File: config.mk
export PLATFORM = sky130hd
export DESIGN_NAME = bmdma_channel
export DESIGN_NICKNAME = d
export VERILOG_FILES = /design/src/rtl/bmdma_pkg.sv /design/src/rtl/bmdma_ctrl.sv /design/src/rtl/bmdma_datapath.sv /design/src/rtl/bmdma_channel.sv
export SDC_FILE = /design/constraint.sdc
export NUM_CORES = 1
export LEC_CHECK = 0
export CORE_ASPECT_RATIO = 1.1
export CORE_MARGIN = 8
export CORE_UTILIZATION = 50
export CTS_CLUSTER_SIZE = 40
export DETAILED_ROUTE_END_ITERATION = 8
export PLACE_DENSITY = 0.81
export RECOVER_POWER = 50
export SETUP_SLACK_MARGIN = 0.05
export SLEW_MARGIN = 5
export SYNTH_ARGS = -nofsm -noshare
export SYNTH_HDL_FRONTEND = slang
export SYNTH_SLANG_ARGS = --single-unit
export TNS_END_PERCENT = 10
File: constraint.sdc
create_clock -name clk -period 6.8 [get_ports clk]
set_clock_uncertainty 0.15 [all_clocks]
set_input_delay 1.02 -clock clk [delete_from_list [all_inputs] [get_ports clk]]
set_output_delay 1.02 -clock clk [all_outputs]
set_load 0.01 [all_outputs]
File: src/rtl/bmdma_pkg.sv
package bmdma_pkg;
  localparam int NUM_REGS = 8;
  localparam int REG_AW = $clog2(NUM_REGS);

  localparam logic [REG_AW-1:0] OFS_CMD       = 3'd0;
  localparam logic [REG_AW-1:0] OFS_START_CNT = 3'd1;
  localparam logic [REG_AW-1:0] OFS_START_ADR = 3'd2;
  localparam logic [REG_AW-1:0] OFS_WORK_CNT  = 3'd3;
  localparam logic [REG_AW-1:0] OFS_WORK_ADR  = 3'd4;
  localparam logic [REG_AW-1:0] OFS_STATUS    = 3'd5;
  localparam logic [REG_AW-1:0] OFS_START_DSC = 3'd6;
  localparam logic [REG_AW-1:0] OFS_WORK_DSC  = 3'd7;

  typedef enum logic [1:0] {
    OP_IDLE  = 2'd0,
    OP_FLUSH = 2'd1,
    OP_ABORT = 2'd2,
    OP_START = 2'd3
  } dmaOp_e;

  localparam int CMD_DIR_BIT = 7;
  localparam int STAT_W      = 6;
  localparam int STAT_DONE   = 3;
  localparam int STAT_IRQ    = 4;
  localparam logic [STAT_W-1:0] STAT_STICKY = 6'b001110;

  typedef struct packed {
    logic wrCmd;
    logic wrStartCnt;
    logic wrStartAdr;
    logic wrStartDsc;
    logic startLoad;
    logic statusW1c;
    logic statusRdClr;
    logic grant;
    logic complete;
  } dmaStrobe_t;
endpackage

File: src/rtl/bmdma_ctrl.sv
module bmdma_ctrl
  import bmdma_pkg::*;
(
  input  logic              clk,
  input  logic              rst_n,
  input  logic              regWrEn,
  input  logic              regRdEn,
  input  logic [REG_AW-1:0] regAddr,
  input  logic [1:0]        opField,
  input  logic              statusClrOnRead,
  input  logic              coreCmdDone,
  input  logic              xferReq,
  input  logic              xferDirToMem,
  input  logic              cmdDirToMem,
  output dmaStrobe_t        strobe,
  output logic              dmaEnable,
  output logic              abortPulse
);
  dmaOp_e op;
  assign op = dmaOp_e'(opField);

  always_comb begin
    strobe             = '0;
    strobe.wrCmd       = regWrEn && (regAddr == OFS_CMD);
    strobe.wrStartCnt  = regWrEn && (regAddr == OFS_START_CNT);
    strobe.wrStartAdr  = regWrEn && (regAddr == OFS_START_ADR);
    strobe.wrStartDsc  = regWrEn && (regAddr == OFS_START_DSC);
    strobe.startLoad   = strobe.wrCmd && (op == OP_START);
    strobe.statusW1c   = regWrEn && (regAddr == OFS_STATUS) && !statusClrOnRead;
    strobe.statusRdClr = regRdEn && (regAddr == OFS_STATUS) && statusClrOnRead;
    strobe.grant       = xferReq && (xferDirToMem == cmdDirToMem);
    strobe.complete    = coreCmdDone;
  end

  always_ff @(posedge clk) begin
    if (!rst_n) begin
      dmaEnable  <= 1'b0;
      abortPulse <= 1'b0;
    end else begin
      abortPulse <= strobe.wrCmd && (op == OP_ABORT);
      if (strobe.wrCmd) begin
        case (op)
          OP_IDLE:  dmaEnable <= 1'b0;
          OP_START: dmaEnable <= 1'b1;
          default:  dmaEnable <= dmaEnable;
        endcase
      end
    end
  end
endmodule

File: src/rtl/bmdma_datapath.sv
module bmdma_datapath
  import bmdma_pkg::*;
#(
  parameter int DATA_W = 32,
  parameter int LEN_W  = 16
) (
  input  logic              clk,
  input  logic              rst_n,
  input  dmaStrobe_t        strobe,
  input  logic [REG_AW-1:0] regAddr,
  input  logic [DATA_W-1:0] regWrData,
  input  logic              coreIrq,
  input  logic [LEN_W-1:0]  xferLen,
  output logic [DATA_W-1:0] regRdData,
  output logic              cmdDirToMem,
  output logic [LEN_W-1:0]  clampLen,
  output logic [DATA_W-1:0] startAdr,
  output logic [DATA_W-1:0] workCnt,
  output logic [DATA_W-1:0] workAdr,
  output logic [STAT_W-1:0] statBits
);
  localparam logic [DATA_W-1:0] WORK_ADR_RST = '1;
  localparam logic [DATA_W-1:0] WORK_DSC_RST = {{(DATA_W-2){1'b1}}, 2'b01};

  logic [DATA_W-1:0] cmdReg, startCnt, startDsc, workDsc;
  logic [DATA_W-1:0] lenWide;
  logic [STAT_W-1:0] statNext;

  assign cmdDirToMem = cmdReg[CMD_DIR_BIT];
  assign lenWide     = DATA_W'(xferLen);
  assign clampLen    = (workCnt < lenWide) ? workCnt[LEN_W-1:0] : xferLen;

  always_comb begin
    statNext = statBits;
    if (strobe.startLoad)   statNext = '0;
    if (strobe.statusW1c)   statNext = statNext & ~(regWrData[STAT_W-1:0] & STAT_STICKY);
    if (strobe.statusRdClr) statNext = statNext & ~STAT_STICKY;
    if (strobe.complete)    statNext[STAT_DONE] = 1'b1;
  end

  always_ff @(posedge clk) begin
    if (!rst_n) begin
      cmdReg   <= '0;
      startCnt <= '0;
      startAdr <= '0;
      startDsc <= '0;
      workCnt  <= '0;
      workAdr  <= WORK_ADR_RST;
      workDsc  <= WORK_DSC_RST;
      statBits <= '0;
    end else begin
      if (strobe.wrCmd)      cmdReg   <= regWrData;
      if (strobe.wrStartCnt) startCnt <= regWrData;
      if (strobe.wrStartAdr) startAdr <= regWrData;
      if (strobe.wrStartDsc) startDsc <= regWrData;
      if (strobe.complete)       workCnt <= '0;
      else if (strobe.startLoad) workCnt <= startCnt;
      else if (strobe.grant)     workCnt <= workCnt - DATA_W'(clampLen);
      if (strobe.startLoad)  workAdr <= startAdr;
      else if (strobe.grant) workAdr <= workAdr + DATA_W'(clampLen);
      if (strobe.startLoad)  workDsc <= startDsc;
      statBits <= statNext;
    end
  end

  always_comb begin
    case (regAddr)
      OFS_CMD:       regRdData = cmdReg;
      OFS_START_CNT: regRdData = startCnt;
      OFS_START_ADR: regRdData = startAdr;
      OFS_WORK_CNT:  regRdData = workCnt;
      OFS_WORK_ADR:  regRdData = workAdr;
      OFS_STATUS: begin
        regRdData = DATA_W'(statBits);
        if (coreIrq) regRdData[STAT_IRQ] = 1'b1;
      end
      OFS_START_DSC: regRdData = startDsc;
      default:       regRdData = workDsc;
    endcase
  end
endmodule

File: src/rtl/bmdma_channel.sv
module bmdma_channel
  import bmdma_pkg::*;
#(
  parameter int DATA_W = 32,
  parameter int LEN_W  = 16
) (
  input  logic              clk,
  input  logic              rst_n,
  input  logic              regWrEn,
  input  logic              regRdEn,
  input  logic [REG_AW-1:0] regAddr,
  input  logic [DATA_W-1:0] regWrData,
  output logic [DATA_W-1:0] regRdData,
  input  logic              statusClrOnRead,
  input  logic              coreIrq,
  input  logic              coreCmdDone,
  input  logic              xferReq,
  input  logic              xferDirToMem,
  input  logic [LEN_W-1:0]  xferLen,
  output logic              xferGrant,
  output logic              memReqValid,
  output logic [DATA_W-1:0] memAddr,
  output logic [LEN_W-1:0]  memLen,
  output logic              memDirToMem,
  output logic              dmaEnable,
  output logic              abortPulse
);
  dmaStrobe_t        strobe;
  logic              cmdDirToMem;
  logic [DATA_W-1:0] workCnt, workAdr;
  logic [STAT_W-1:0] statBits;

  bmdma_ctrl u_ctrl (
    .clk(clk), .rst_n(rst_n), .regWrEn(regWrEn), .regRdEn(regRdEn),
    .regAddr(regAddr), .opField(regWrData[1:0]),
    .statusClrOnRead(statusClrOnRead), .coreCmdDone(coreCmdDone),
    .xferReq(xferReq), .xferDirToMem(xferDirToMem), .cmdDirToMem(cmdDirToMem),
    .strobe(strobe), .dmaEnable(dmaEnable), .abortPulse(abortPulse)
  );

  bmdma_datapath #(.DATA_W(DATA_W), .LEN_W(LEN_W)) u_dp (
    .clk(clk), .rst_n(rst_n), .strobe(strobe), .regAddr(regAddr),
    .regWrData(regWrData), .coreIrq(coreIrq), .xferLen(xferLen),
    .regRdData(regRdData), .cmdDirToMem(cmdDirToMem), .clampLen(memLen),
    .startAdr(memAddr), .workCnt(workCnt), .workAdr(workAdr),
    .statBits(statBits)
  );

  assign xferGrant   = strobe.grant;
  assign memReqValid = strobe.grant;
  assign memDirToMem = xferDirToMem;
endmodule

# After elaboration in Yosys (flattened, before gate mapping)
# Cells that the tools add are included.
# classes
add_sub_neg	2
magnitude_cmp	1
n_eq_ne	9
mux	12
bitwise_logic	3
reduce_logical	19
# ops
operator	count
32-bit case mux with 7 select lines	1
32-bit two-way mux	4
32-bit by 16-bit adder with 32-bit output	1
32-bit by 16-bit < comparator with 1-bit output	1
32-bit by 16-bit subtractor with 32-bit output	1
16-bit two-way mux	1
6-bit two-way mux	2
1-bit logical AND	11
3-bit == test (second input constant)	3
6-bit AND	1
3-bit by 2-bit == test with 1-bit output (second input constant)	2
4-bit inverter with 6-bit output	1
2-bit == test (second input constant)	2
4-bit two-way mux	1
2-bit nonzero test	2
2-bit OR reduction	2
3-bit by 1-bit == test with 1-bit output (second input constant)	1
3-bit zero test	1
2-bit zero test	1
1-bit two-way mux	2
1-bit case mux with 2 select lines	1
2-bit AND reduction	1
1-bit == test	1
1-bit zero test	1
1-bit inverter	1
# word_totals
regBits	232
output_inout_bits	85
word_cells	57

# Depth between registers and ports, before layout
# logic_depth
depth_word	8
ltp_mapped	20
ltp_nobuf	20

# Modules after synthesis
# Synthesis repeated with hierarchy kept, for this count alone.
# hier_totals
hier_cells	1516
hier_area_um2	13369.1
# by_module_without_submodules
mod	n_inst	cells_per_inst	area_each_um2	seq_area_each_um2
bmdma_datapath	1	1490	13156.4	4544.4
bmdma_ctrl	1	24	197.7	40.0
bmdma_channel	1	2	15.0	0.0

# Worst setup path after synthesis
# Ideal clock, no wire load.
# synth_path
path_kind	input -> register
start	in xferLen[15]
end	reg u_dp.workCnt[18]
setup_time_ns	0.070
arrival_ns	4.786
required_ns	6.580
slack_ns	1.795
stages	19
path_buffers	1
cell_sequence	inv_1 -> ha_1 -> nand2_1 -> nor3_1 -> o2111ai_1 -> a21oi_1 -> nor4_2 -> o21ai_1 -> buf_2 -> mux2i_1 -> fa_1 -> a21o_1 -> a221oi_2 -> a21oi_1 -> o211ai_1 -> nand2_1 -> or3_1 -> xor2_1 -> a21oi_1
# synth_via
elab_chain_cells	5
# synth_lines
element	line_no	source
start: declaration	bmdma_channel.sv:19	input logic [LEN_W-1:0] xferLen,
32-bit by 16-bit < comparator with 1-bit output	bmdma_datapath.sv:31	assign clampLen = (workCnt < lenWide) ? workCnt[LEN_W-1:0] : xferLen;
16-bit two-way mux *	bmdma_datapath.sv:31	
32-bit by 16-bit subtractor with 32-bit output *	bmdma_datapath.sv:58	else if (strobe.grant) workCnt <= workCnt - DATA_W'(clampLen);
32-bit two-way mux *	bmdma_datapath.sv:58	
32-bit two-way mux *	bmdma_datapath.sv:57	else if (strobe.startLoad) workCnt <= startCnt;
end signal: assignment	bmdma_datapath.sv:57	
end signal: assignment	bmdma_datapath.sv:58	
end: declaration	bmdma_datapath.sv:18	output logic [DATA_W-1:0] workCnt,
# Mark *: on every way between the ends. The rest lies on a longest branch, timed or not. The select of a mux whose other input is x is not followed.
# A chain may end at the register's enable or synchronous reset.

# Worst setup path in the final report
# layout_path
start	in xferLen[15]
end	reg u_dp.workAdr[25]
# layout_via
elab_chain_cells	5
# layout_lines
element	line_no	source
32-bit by 16-bit < comparator with 1-bit output	bmdma_datapath.sv:31	
16-bit two-way mux *	bmdma_datapath.sv:31	
32-bit by 16-bit adder with 32-bit output *	bmdma_datapath.sv:60	else if (strobe.grant) workAdr <= workAdr + DATA_W'(clampLen);
32-bit two-way mux *	bmdma_datapath.sv:60	
32-bit two-way mux *	bmdma_datapath.sv:59	if (strobe.startLoad) workAdr <= startAdr;
end signal: assignment	bmdma_datapath.sv:59	
end signal: assignment	bmdma_datapath.sv:60	
end: declaration	bmdma_datapath.sv:19	output logic [DATA_W-1:0] workAdr,
# Marks and branches as above.

==> impl_results.md <==
* WL per Instance at 20.9 um
* Via count at 13200
* Worst Setup Slack, final at 841 ps
* Worst path bufs/invs at 3
* Critical Path Start Type: input pin
* Setup TNS Final at 0 ps
* I/O Pins at 145
* Number of antenna violations at the first check in global routing at 1
* Crit end category: flop
* Internal cell power at 2.87 mW
* M1 GR Usage at 32.7%
* Post-synth EDFFs at 0
* R2r startpoint: u_dp.workCnt[15]
* Most common cell in the synthesized netlist: nand2_1
* Unique masters post-synth at 65
* Via/cell ratio at 6.16
* Met3 usage at 6.42%
* Hold depth at 2
* Post-synth top area cell: dfxtp_1
* #FFs+latches synth at 229
* DP Worst Slack at 464 ps
* Max Clk Rate at 168 MHz
* Hold buffers post-CTS at 0
* I/O Buffers at 144
* Syn nets at 1798
* Clock Pin Slew Worst Setup and Hold Paths at 60 ps
* P_sw at 1.51 mW
* Core area at 26000 sq um
* Fin crit period at 5960 ps
* Deepest level of the CTS H-tree at 1
* CP top delay family: simple AND/OR/NAND/NOR gates
* Sequential-to-total area share from yosys stat at 34.8%
* Site row count at 62
* Total Wirelength at 44.6 mm
* Ys flop type: dfxtp_1
* Cell count after synthesis at 1686
* Worst-Skew Late Latency at 530 ps
* CTS tree: done
* Number of buffers created by CTS at 24
* Total of max-cap violations at 4
* Pre-Repair DR Iteration Count at 6
* Synth top area share at 34.8%
* Detail Route Antenna Nets at 0
* Post-synth top cells: 435 x nand2_1, 229 x dfxtp_1, 131 x a21boi_0
* Final slew viol count at 136
* N_diodes at 0
* Worst hold start: u_dp.statBits[1]
* Slew @ Worst Pin at 2120 ps
* DIE AREA at 31800 sq um
* Gr busiest metal: met2
* Pwr/cell area at 280 nW/um^2
* Synth area leaders: dfxtp_1 35%, nand2_1 12%, a21boi_0 7.5%
* DPL Wire Length at 30.7 mm
* Endpoints failing setup at 0
* Fin nets at 1878
* GR Layer Usage met2 at 45.7%
* GRT Util Overall at 27.2%
* Levels on crit path at 19
* Crit-path slowest cell: clkdlybuf4s50_1
* Placer Congestion at 0.954
* Run status: finished with violations
* Clock power frac at 31.1%
* Initial Util at 50.7%
* Sequential share of power at 34.3%
* Area grow syn2layout at 18.4%
* Number of clock sinks at 229
* Post-CTS sizing at 0
* Die width at 171 um
* R2R depth at 17
* RSZ-0062 raised after global routing: false
* Crit-path cells: clkdlybuf4s50_1 -> inv_1 -> ha_1 -> nand2_1 -> nor3_1 -> o2111ai_1 -> a21oi_1 -> nor4_2 -> o21ai_4 -> buf_4 -> mux2_4 -> ha_1 -> and2_1 -> and3_1 -> a41oi_1 -> o21ai_2 -> nand3_1 -> or4_1 -> a31oi_1
* DRT iter0 DRCs at 1376
* First-pass GRT wire length at 69.0 mm
* Switching power share of the total at 34.5%
* Mean Syn Cell Area at 7.82 sq um
* Number of global-route vias before repair at 12800
* Syn. warnings at 0
* Worst Setup SP: xferLen[15]
* Period utilization at 87.6%
* Critical path's largest stage delay at 540 ps
* Slew headroom at -41.6%
* Clock root buffer: clkbuf_16
* Fraction of layout cells with a size suffix above 1 at 6.73%
* Die outline height at 186 um
* Setup bufs post-CTS at 0
* Final hold vios at 0
* Crit path kind: in2reg
* Worst Path Required at 7100 ps
* Mapped Area at 13200 sq um
* Logic gate share of total power at 34.6%
* Peak supply drop at 198 uV
* Async S/R FF share, synth at 0%
* Drc violations at 0
* Arrival time worst endpoint at 6260 ps
* Failing checks: max-capacitance violations, max-slew violations
* Min-Delay Path Class: reg2reg
* Grt total ovfl at 0
* Most common cell on crit path: ha_1
* Pin count of the biggest net entering global routing at 77
* Maximum fanout along the worst path at 15
* Leakage power at 6.13 nW
* Worst-case clock buffer depth at 3
layout by cell type, fill, tap and decap left out, drive strengths merged, types with 16 or more instances in the layout:
cell / netlist / layout
nor2b: 17 / 17
dlygate4sd3: 0 / 34
clkdlybuf4s50: 0 / 106
a21boi: 131 / 131
dfxtp: 229 / 229
mux2i: 45 / 45
nand2: 435 / 435
mux2: 30 / 30
ha: 50 / 50
a21oi: 100 / 100
nand3: 51 / 51
clkbuf: 98 / 42
buf: 16 / 24
o21ai: 90 / 90
xor2: 25 / 25
o21a: 16 / 16
inv: 27 / 28
xnor2: 24 / 24
nor2: 92 / 92
flip-flops by register name, indices dropped and copies added (netlist names):
register and flops:
u_dp.cmdReg 32, u_dp.startAdr 32, u_dp.startCnt 32, u_dp.startDsc 32
u_dp.workAdr 32, u_dp.workCnt 32, u_dp.workDsc 32, u_dp.statBits 3
u_ctrl.abortPulse 1, u_ctrl.dmaEnable 1
power groups by stage:
stage          clock network (mW)  registers (mW)  logic (mW)
2_1_floorplan                   0            1.49        1.03
3_3_place_gp                    0            1.52        1.46
3_5_place_dp                    0            1.53        1.47
4_1_cts                      1.37            1.50        1.48
5_1_grt                      1.43            1.51        1.63
6_report                     1.36            1.50        1.51
per-stage QoR:
stage / cell area [sq um] / utilization (%) / std cells / total power [mW] / hold WS (ps)
after global routing: 15600 / 60.0 / 2136 / 4.57 / 304
after CTS: 15600 / 60.1 / 2136 / 4.35 / 285
after detailed placement: 14800 / 57.0 / 2092 / 3.00 / 277
after floorplan: 13200 / - / 1686 / 2.52 / 260
after global placement: 14800 / 57.0 / 2092 / 2.99 / 268
final: 15600 / 60.0 / 2136 / 4.38 / 290
worst paths after layout:
check	end	slack, ps
max	u_dp.workAdr[25]	840
min	u_dp.statBits[1]	290
max reg2reg	u_dp.workAdr[25]	1540
min reg2reg	u_dp.statBits[1]	290
cell type report:
cell class	instances	area [sq um]
Clock buffer	38	754
Timing Repair Buffer	168	1590
Tap cell	352	440
Multi-Input combinational cell	1316	8060
Clock inverter	6	70.1
Sequential cell	229	4580
Inverter	27	101
Fill cell	2283	10400
cells by family (layout without fill, tap and decap cells):
| group | after synthesis | after routing | share of synthesized area (%) |
|---|---|---|---|
| and+or+nand+nor | 675 | 675 | 21.7 |
| AOI/OAI and AO/OA | 453 | 453 | 22.6 |
| DFF | 229 | 229 | 34.8 |
| buffers and inverters | 141 | 239 | 4.20 |
| muxes | 87 | 87 | 8.46 |
| adders and majority gates | 52 | 52 | 5.05 |
| xor gates and xnor gates | 49 | 49 | 3.26 |
routing by layer:
layer | vias up | wire length [um] | share of wire [%]
met1 | 6232 | 17600 | 39
met4 | 2 | 1740 | 3.9
met2 | 728 | 20800 | 47
met5 | - | 9 | 0.020
li1 | 6063 | - | -
met3 | 126 | 4450 | 10
worst reg2reg max path, stage by stage (launching register included):
cell,delay [ps]
dfxtp_1,380
ha_1,330
nand2_1,140
nor3_1,510
o2111ai_1,180
a21oi_1,180
nor4_2,90
o21ai_4,150
buf_4,360
mux2_4,350
ha_1,380
and2_1,170
and3_1,180
a41oi_1,280
o21ai_2,430
nand3_1,230
or4_1,520
a31oi_1,180
Note: power is estimated with default switching activity, not from simulation.
